## src/rtl/periph_irq_ctrl.sv

```systemverilog
module periph_irq_ctrl #(
  parameter int          LW        = 3,
  parameter int          DW        = 8,
  parameter int          AW        = 32,
  parameter int          RA        = 2,
  parameter logic [31:0] SCSI_BASE = 32'hFFF4_7000,
  parameter int          WIN       = 12
) (
  input  logic          clk,
  input  logic          rst_n,
  input  logic          reg_sel,
  input  logic          reg_wr,
  input  logic [RA-1:0] reg_addr,
  input  logic [DW-1:0] reg_wdata,
  output logic [DW-1:0] reg_rdata,
  input  logic          net_int,
  input  logic          net_berr,
  input  logic          scsi_irq_n,
  input  logic          bus_strobe,
  input  logic [AW-1:0] bus_addr,
  output logic          scsi_cs,
  output logic [LW-1:0] irq_level,
  output logic          irq_pend
);
  localparam int NSRC   = 3;
  localparam int EN_BIT = 4;
  localparam int ST_BIT = 5;

  logic [LW-1:0] lvl [NSRC];
  logic [NSRC-1:0] en;
  logic stat_net, stat_berr;
  logic n_s1, n_s2, n_s3, s_s1, s_s2;
  logic [NSRC-1:0] wr_hit, src, act;
  logic net_rise, scsi_on;

  always_comb
    for (int i = 0; i < NSRC; i++)
      wr_hit[i] = reg_sel && reg_wr && (reg_addr == RA'(i));

  always_ff @(posedge clk) begin
    if (!rst_n) begin
      {n_s1, n_s2, n_s3} <= '0;
      {s_s1, s_s2}       <= 2'b11;
    end else begin
      {n_s1, n_s2, n_s3} <= {net_int, n_s1, n_s2};
      {s_s1, s_s2}       <= {scsi_irq_n, s_s1};
    end
  end

  assign net_rise = n_s2 && !n_s3;
  assign scsi_on  = !s_s2;

  always_ff @(posedge clk) begin
    if (!rst_n) begin
      en <= '0;
      for (int i = 0; i < NSRC; i++) lvl[i] <= '0;
    end else begin
      for (int i = 0; i < NSRC; i++)
        if (wr_hit[i]) begin
          lvl[i] <= reg_wdata[LW-1:0];
          en[i]  <= reg_wdata[EN_BIT];
        end
    end
  end

  always_ff @(posedge clk) begin
    if (!rst_n) begin
      stat_net  <= 1'b0;
      stat_berr <= 1'b0;
    end else begin
      if (net_rise)                         stat_net <= 1'b1;
      else if (wr_hit[0] && reg_wdata[ST_BIT]) stat_net <= 1'b0;
      if (net_berr)                         stat_berr <= 1'b1;
      else if (wr_hit[1] && reg_wdata[ST_BIT]) stat_berr <= 1'b0;
    end
  end

  assign src = {scsi_on, stat_berr, stat_net};

  always_comb begin
    irq_level = '0;
    for (int i = 0; i < NSRC; i++) begin
      act[i] = en[i] && src[i] && (lvl[i] != '0);
      if (act[i] && lvl[i] > irq_level) irq_level = lvl[i];
    end
  end

  assign irq_pend = |act;

  always_comb begin
    reg_rdata = '0;
    for (int i = 0; i < NSRC; i++)
      if (reg_addr == RA'(i)) begin
        reg_rdata[LW-1:0]  = lvl[i];
        reg_rdata[EN_BIT]  = en[i];
        reg_rdata[ST_BIT]  = src[i];
      end
  end

  assign scsi_cs = bus_strobe && (bus_addr[AW-1:WIN] == SCSI_BASE[AW-1:WIN]);
endmodule


```

## config.mk

```make
export PLATFORM = sky130hd
export DESIGN_NAME = periph_irq_ctrl
export DESIGN_NICKNAME = d
export VERILOG_FILES = /design/src/rtl/periph_irq_ctrl.sv
export SDC_FILE = /design/constraint.sdc
export NUM_CORES = 1
export LEC_CHECK = 0
export ABC_AREA = 1
export ABC_CLOCK_PERIOD_IN_PS = 4900
export BUFFER_PORTS_ARGS = -buffer_cell sky130_fd_sc_hd__buf_2
export CORE_ASPECT_RATIO = 1.4
export CORE_MARGIN = 1.5
export CORE_UTILIZATION = 41
export CTS_BUF_LIST = sky130_fd_sc_hd__clkbuf_8
export CTS_CLUSTER_DIAMETER = 120
export DETAILED_ROUTE_END_ITERATION = 10
export PLACE_DENSITY = 0.74
export SYNTH_ARGS = -nofsm -noshare
export SYNTH_HDL_FRONTEND = slang
export SYNTH_SLANG_ARGS = --single-unit
```

## constraint.sdc

```tcl
create_clock -name clk -period 4.9 [get_ports clk]
set_input_delay 1.225 -clock clk [delete_from_list [all_inputs] [get_ports clk]]
set_output_delay 1.225 -clock clk [all_outputs]
set_load 0.05 [all_outputs]
```

==> results.toml, run 1 <==
[outcome]
status = "finished clean"

[power]
swShare = 0.288
p_switching_mw = 0.104
share_comb_of_total_power = 0.202
finalPower_mw = 0.360
cellPowerDensity_nw_per_um2 = 240
clkPwrFrac = 0.292
p_int_mw = 0.256
power_leakage_nw = 0.740
vdd_drop_max_mv = 0.173
pwr-share-seq = 0.506

[sta]
fmax_mhz = 235
layout_min_cycle_time_ns = 4.26
fin_setup_tns_ns = 0
rsz0062_at_grt = "false"
skew_ns = 0.00295
period_share = 0.869
final_hold_viol_count = 0
maxSlewViolCount = 0
final-setup-viol-count = 0
final.setup.worst_slack_ns = 0.641

[synthesis]
async_flop_share = 0
synth_seq_cells = 19
synthFlopType = "dfxtp_1"
synth.distinct_cells = 31
yosys_warnings = 0
synth_area_sq_um = 1210
synth-edff-count = 9
avgSynthCellArea_sq_um = 7.68
synth-seq-area-share = 0.390
synthCells = 157

[critical_path]
required_ns = 3.67
critPathLaunchType = "register"
crit_fanout = 5
cp.arrival_ns = 3.03
worstSetupPathType = "register to output pin"
worst_setup_path_end_kind = "output pin"

[layout]
num-nets-final = 260
diodes = 0
design_area_sq_um = 1500
multi_input_comb_area_sq_um = 611
fillers = 300
drive_gt1_frac = 0.305
final-seq-area_sq_um = 470
syn2layout_area_growth_pct = 24.3

[detailed_routing]
ant_nets = 0
drtPass1Iterations = 5
dr.first_iter.drc_count = 26
drc = 0
routed_via_density = 4.83
num_vias = 1160
wl_per_cell_microns = 10.9
wl_mm = 2.62

[cts]
cts.reportedPaths.clkPinSlew_ns = 0.06
htree_levels = 1
ctsResizeCount = 0
root_buffer = "clkbuf_8"
post-cts-setup-buffers = 0
cts_made_buffers = 3
cts.path.max_buffers = 2
ctsHoldBuffers = 0
clk_latency_ns = 0.25
cts_tree = "yes"
cts_sinks = 19

[flow_run]
cap_violations = 0

[global_routing]
first_global_vias = 1121
track_usage = 0.179
grt_antenna_before_repair = 0
gr-total-overflow = 0
grt_max_degree = 13
grt_pass1_wl_mm = 4.49

[worst_hold_path]
hold_path_class = "register to register"

[placement]
port_buffers = 44
gp_congestion = 0.879
place_worst_setup_slack_ns = 0.915
dpl_cell_area_sq_um = 1450
dp_hpwl_mm = 2.22

[floorplan]
rows = 23
fp.dieW_microns = 48.8
core_sq_um = 2820
ios = 63
die_h_microns = 67.2
initial_core_util = 0.428
dieArea_sq_um = 3280
synthesized netlist by cell type, drive strengths merged (3+ instances only):
cell,number,area [sq um]
a21oi,3,18.8
buf,4,27.5
dfxtp,10,200
edfxtp,9,270
ha,6,75.1
inv,26,97.6
nand2,39,149
nand3,15,92.6
nand4,4,25.0
nor2,16,87.6
o211ai,3,22.5
o21ai,7,38.8
o221ai,3,26.3
through the flow:
stage / hold WS [ns] / util / instances
6_report: 0.419 / 0.532 / 240
5_1_grt: 0.442 / 0.532 / 240
4_1_cts: 0.418 / 0.532 / 240
3_5_place_dp: 0.401 / 0.515 / 236
3_3_place_gp: 0.393 / 0.515 / 236
2_1_floorplan: 0.390 / - / 159
routing by layer:
metal / GRT usage / share of wire
met5: 0 / 0
met4: 0.118 / 0.031
met3: 0.0177 / 0.041
met2: 0.351 / 0.53
met1: 0.180 / 0.40
critical path, cell delays in order (launching register included):
cell and delay (ns):
dfxtp_1 0.42, inv_2 0.07, nor3_2 0.17, inv_1 0.10, ha_1 0.32, nand2_1 0.08, nand2_1 0.07, nor2_4 0.18
nor2_4 0.07, nand2_1 0.07, nand2_1 0.07, ha_1 0.31, nand2_1 0.05, o21ai_0 0.21, nand3_2 0.14, clkinv_1 0.10
nand2_1 0.05, nand2_1 0.06, buf_2 0.25
worst paths after layout:
kind                   to  slack [ns]  startpoint  depth (start not counted)
max          irq_level[1]        0.64    stat_net                         18
min              stat_net        0.42        n_s3                          1
min reg2reg      stat_net        0.42        n_s3                          1
max reg2reg         en[0]        4.21       en[0]                          2
logic make-up (layout without fill, tap and decap cells):
family | after synthesis | after routing | share of synthesized area
AOI/OAI and AO/OA | 18 | 18 | 0.101
adders and majority gates | 6 | 6 | 0.0622
buffers and inverters | 32 | 76 | 0.110
DFF | 19 | 19 | 0.390
other | 1 | 3 | 0.00311
and+or+nand+nor | 81 | 81 | 0.334
cells in the final DEF, fill, tap and decap left out, types with 2 or more instances in the layout:
master    netlist  final
buf_2           1     44
nand2_1        38     38
inv_1          25     25
nand3_1        13     13
nor2_1         11     11
dfxtp_1        10     10
edfxtp_1        9      9
ha_1            6      6
nand4_1         4      4
nor2_4          3      3
o21ai_1         3      3
o211ai_1        3      3
o221ai_1        3      3
o21ai_0         3      3
conb_1          1      3
clkbuf_8        0      3
clkinv_1        2      2
nor2_2          2      2
a21oi_1         2      2
nand3b_1        2      2
or2_2           2      2
o31ai_1         2      2
power groups by stage:
stage | Sequential, mW | Combinational [mW] | Clock [mW]
after floorplan | 0.183 | 0.0516 | 0
after global placement | 0.186 | 0.0718 | 0
after detailed placement | 0.186 | 0.0729 | 0
after CTS | 0.182 | 0.0731 | 0.109
after global routing | 0.183 | 0.0808 | 0.112
final | 0.182 | 0.0727 | 0.105
registers in the layout, indices dropped and copies added, names as in the netlist:
signal and count:
s_s2 1, n_s3 1, s_s1 1, n_s2 1, lvl 9, stat_berr 1
stat_net 1, n_s1 1, en 3
cell type report:
type | count | area share
multi-input cells | 108 | 0.407
clock buffers | 3 | 0.0275
repair buffers | 44 | 0.147
flip-flops and latches | 19 | 0.314
inverters | 28 | 0.0701
clock inverters | 1 | 0.00334
well taps | 37 | 0.0309
Note: power is estimated with default switching activity, not from simulation.
==> inputs of run 2 (changes only) <==
--- a/config.mk
+++ b/config.mk
@@ -10,11 +10,11 @@
 export BUFFER_PORTS_ARGS = -buffer_cell sky130_fd_sc_hd__buf_2
 export CORE_ASPECT_RATIO = 1.4
 export CORE_MARGIN = 1.5
-export CORE_UTILIZATION = 41
+export CORE_UTILIZATION = 40
 export CTS_BUF_LIST = sky130_fd_sc_hd__clkbuf_8
 export CTS_CLUSTER_DIAMETER = 120
 export DETAILED_ROUTE_END_ITERATION = 10
-export PLACE_DENSITY = 0.74
+export PLACE_DENSITY = 0.72
 export SYNTH_ARGS = -nofsm -noshare
 export SYNTH_HDL_FRONTEND = slang
 export SYNTH_SLANG_ARGS = --single-unit
==> results.toml, run 2 (synthesis results as in run 1) <==
[critical_path]
crit_fanout = 5
critPathLaunchType = "register"
worst_setup_path_end_kind = "output pin"
required_ns = 3.67
max_stage_delay_ns = 0.43
worstSetupPathType = "register to output pin"
critPathSlowestCell = "dfxtp_1"
crit_top_cell = "nand2_1"
cp.arrival_ns = 3.03
crit_chain = "inv_2, nor3_2, inv_1, ha_1, nand2_1, nand2_1, nor2_4, nor2_4, nand2_1, nand2_1, ha_1, nand2_1, o21ai_0, nand3_2, clkinv_1, nand2_1, nand2_1, buf_2"

[floorplan]
rows = 23
dieArea_sq_um = 3360
core_sq_um = 2880
fp.dieW_microns = 49.4
initial_core_util = 0.419
ios = 63
die_h_microns = 68.0

[sta]
skew_ns = 0.000114
final_hold_viol_count = 0
maxSlewViolCount = 0
layout_min_cycle_time_ns = 4.26
fmax_mhz = 235
period_share = 0.868
fin_setup_tns_ns = 0
rsz0062_at_grt = "false"
final-setup-viol-count = 0

[power]
p_int_mw = 0.256
vdd_drop_max_mv = 0.194
clkPwrFrac = 0.284
p_switching_mw = 0.100
pwr-share-seq = 0.512
swShare = 0.282
power_leakage_nw = 0.741
cellPowerDensity_nw_per_um2 = 238
share_comb_of_total_power = 0.204

[detailed_routing]
drc = 0
wl_mm = 2.64
dr.first_iter.drc_count = 28
drtPass1Iterations = 4
routed_via_density = 4.75
wl_per_cell_microns = 11.0
ant_nets = 0
num_vias = 1141

[cts]
htree_levels = 1
cts_tree = "yes"
clk_latency_ns = 0.25
cts.path.max_buffers = 2
cts_made_buffers = 3
root_buffer = "clkbuf_8"
ctsHoldBuffers = 0
ctsResizeCount = 0
post-cts-setup-buffers = 0
cts.reportedPaths.clkPinSlew_ns = 0.06
cts_sinks = 19

[layout]
largest_reg_flops = 9
syn2layout_area_growth_pct = 24.2
diodes = 0
top_regs = "lvl (9), en (3)"
mostFrequentLayoutCell = "buf_2"
top_register = "lvl"
drive_gt1_frac = 0.300
num-nets-final = 260
fin_util = 0.520
final_cell_mix = "buf_2, nand2_1, inv_1"
design_area_sq_um = 1500

[placement]
dp_hpwl_mm = 2.24
dpl_cell_area_sq_um = 1450
gp_congestion = 0.887
port_buffers = 44

[flow_run]
cap_violations = 0

[global_routing]
first_global_vias = 1022
grt_antenna_before_repair = 0
track_usage = 0.164
grt_max_degree = 13
gr-total-overflow = 0
grt_pass1_wl_mm = 4.26

[worst_hold_path]
hold_path_class = "register to register"

[outcome]
status = "finished clean"
-- run 2: changes by cell type in the layout (fill, tap and decap cells not counted), sizes merged --
cell	change
inv	+1
clkinv	-1
-- run 2: per-stage QoR --
step	hold WS (ns)	cells	setup slack [ns]	power, mW
after detailed placement	0.409	236	0.959	0.258
final	0.418	240	0.645	0.356
after CTS	0.423	240	0.652	0.358
after global routing	0.440	240	0.352	0.374
after global placement	0.395	236	0.921	0.257
after floorplan	0.390	159	1.17	0.235
-- run 2: critical path, delay by kind of cell, from the launching register on --
family,cells,cell delay (ns)
AND/OR/NAND/NOR,11,1.01
adder cells (fa/ha/maj),2,0.62
buffers and inverters,4,0.53
flip-flops,1,0.43
AO/OA/AOI/OAI,1,0.19
-- run 2: worst paths after layout --
check	start	endpoint	slack, ns	depth (start not counted)
worst max-delay path	stat_net	irq_level[2]	0.64	18
worst max register to register	s_s1	s_s2	4.21	1
worst min-delay path	n_s3	stat_net	0.42	1
worst min register to register	n_s3	stat_net	0.42	1
-- run 2: power by group through the flow --
| stage | registers [mW] | clock network, mW | logic (mW) |
|---|---|---|---|
| after floorplan | 0.183 | 0 | 0.0516 |
| after global routing | 0.184 | 0.111 | 0.0800 |
| after global placement | 0.185 | 0 | 0.0715 |
| after detailed placement | 0.185 | 0 | 0.0727 |
| after CTS | 0.182 | 0.103 | 0.0729 |
| final | 0.182 | 0.101 | 0.0726 |
-- run 2: layout make-up --
class,instances,area (sq um)
sequential,19,470
clock buffer,3,41.3
clock inverter,1,3.75
tap,37,46.3
timing repair buffer,44,220
fill,302,1380
inverter,28,105
multi-input combinational,108,611
-- run 2: metal layers --
metal | vias to the layer above | track usage | part of all wire | wire (microns)
li1 | 599 | - | - | -
met1 | 494 | 0.184 | 0.41 | 1080
met2 | 39 | 0.307 | 0.51 | 1350
met3 | 9 | 0.0175 | 0.052 | 137
met4 | 0 | 0.0833 | 0.027 | 72
met5 | - | 0 | 0 | 0
==> inputs of run 3 (changes only) <==
--- a/config.mk
+++ b/config.mk
@@ -14,7 +14,9 @@
 export CTS_BUF_LIST = sky130_fd_sc_hd__clkbuf_8
 export CTS_CLUSTER_DIAMETER = 120
 export DETAILED_ROUTE_END_ITERATION = 10
+export GPL_TIMING_DRIVEN = 1
 export PLACE_DENSITY = 0.72
+export RECOVER_POWER = 100
 export SYNTH_ARGS = -nofsm -noshare
 export SYNTH_HDL_FRONTEND = slang
 export SYNTH_SLANG_ARGS = --single-unit
==> results.toml, run 3 (synthesis results as in run 1) <==
[placement]
dp_hpwl_mm = 2.24
port_buffers = 44
dpl_cell_area_sq_um = 1450
gp_congestion = 0.887

[critical_path]
required_ns = 3.67
critPathLaunchType = "register"
critPathSlowestCell = "dfxtp_1"
rr_startpoint = "stat_net"
r2r-end = "stat_net"
crit_chain = "inv_2, nor3_2, inv_1, ha_1, nand2_1, nand2_1, nor2_4, nor2_4, nand2_1, nand2_1, ha_1, nand2_1, o21ai_0, nand3_2, clkinv_1, nand2_1, nand2_1, buf_2"
worstSetupEndpoint = "irq_level[2]"
crit_cells = 18
cp.arrival_ns = 3.05
max_stage_delay_ns = 0.45
worstSetupPathType = "register to output pin"
critical_path.top_delay_family = "simple AND/OR/NAND/NOR gates"
crit_start = "stat_net"
crit_fanout = 5
r2r_slack_ns = 4.20
worst_setup_path_end_kind = "output pin"
timing.critical_path.buf_inv = 4
r2r_cells = 2
crit_top_cell = "nand2_1"

[sta]
relSlewSlack = 0.594
period_share = 0.873
fin_setup_tns_ns = 0
maxSlewViolCount = 0
final_hold_viol_count = 0
layout_min_cycle_time_ns = 4.28
worst_slew_pin_slew_ns = 0.612
rsz0062_at_grt = "false"
final-setup-viol-count = 0
fmax_mhz = 234
skew_ns = 0.000114

[layout]
multi_input_comb_area_sq_um = 606
mostFrequentLayoutCell = "nand2_1"
top_register = "lvl"
fin_util = 0.514
design_area_sq_um = 1480
largest_reg_flops = 9
final_cell_mix = "nand2_1, buf_2, inv_1"
syn2layout_area_growth_pct = 22.7
diodes = 0
drive_gt1_frac = 0.241
num-nets-final = 260
final-seq-area_sq_um = 470
fillers = 303
top_regs = "lvl (9), en (3)"

[worst_hold_path]
min_from = "s_s1"
hold_path_class = "register to register"

[detailed_routing]
drc = 0
num_vias = 1145
routed_via_density = 4.77
wl_mm = 2.67
drtPass1Iterations = 4
wl_per_cell_microns = 11.1
ant_nets = 0
dr.first_iter.drc_count = 26

[floorplan]
core_sq_um = 2880
fp.dieW_microns = 49.4
dieArea_sq_um = 3360
die_h_microns = 68.0
ios = 63
initial_core_util = 0.419
rows = 23

[global_routing]
first_global_vias = 1022
track_usage = 0.164
grt_pass1_wl_mm = 4.26
top_usage_layer = "met2"
grtUsageMet3 = 0.0175
gr-total-overflow = 0
grt_max_degree = 13
grt_antenna_before_repair = 0
use_met2 = 0.307
gr-usage-met1 = 0.184

[cts]
post-cts-setup-buffers = 0
ctsHoldBuffers = 0
root_buffer = "clkbuf_8"
clk_latency_ns = 0.25
cts.reportedPaths.clkPinSlew_ns = 0.06
cts_sinks = 19
htree_levels = 1
cts_tree = "yes"
ctsResizeCount = 0
cts.path.max_buffers = 2
cts_made_buffers = 3

[outcome]
status = "finished clean"

[power]
power_leakage_nw = 0.706
cellPowerDensity_nw_per_um2 = 240
vdd_drop_max_mv = 0.195

[flow_run]
cap_violations = 0
==> run 3: cell types whose count changed in the layout (fill, tap and decap cells not counted) <==
cell / delta
buf_2: -10
clkbuf_1: +10
nor2_1: +2
nor2_2: -2
o21ai_0: +1
o21ai_1: -1
==> run 3: where the power goes <==
part / total (mW) / leakage, nW / internal, mW / switching [mW]
clock: 0.102 / 0.0269 / 0.0556 / 0.0461
combinational: 0.0710 / 0.510 / 0.0228 / 0.0482
sequential: 0.182 / 0.169 / 0.176 / 0.00658
==> run 3: how the worst min path moves through the flow <==
stage,endpoint,slack (ns),cells past startpoint
after floorplan,n_s2,0.39,2
after global placement,s_s2,0.39,1
after detailed placement,n_s2,0.41,2
after CTS,stat_net,0.42,1
after global routing,stat_net,0.44,1
final,s_s2,0.42,1
==> run 3: per-layer routing <==
layer / vias up / routed length (microns)
met1: 487 / 1110
met5: - / 0
met3: 11 / 138
li1: 600 / -
met2: 47 / 1340
met4: 0 / 82
==> run 3: through the flow <==
stage	power [mW]	hold WS [ns]	cells	worst slack [ns]
after floorplan	0.235	0.390	159	1.17
after global placement	0.257	0.395	236	0.921
after detailed placement	0.258	0.409	236	0.959
after CTS	0.358	0.423	240	0.652
after global routing	0.373	0.440	240	0.352
final	0.355	0.418	240	0.621
==> run 3: area by class of cell <==
| class | instances | share of cell area |
|---|---|---|
| multi-input combinational | 108 | 0.409 |
| sequential | 19 | 0.318 |
| timing repair buffer | 44 | 0.140 |
| inverter | 28 | 0.0710 |
| tap | 37 | 0.0313 |
| clock buffer | 3 | 0.0279 |
| clock inverter | 1 | 0.00254 |
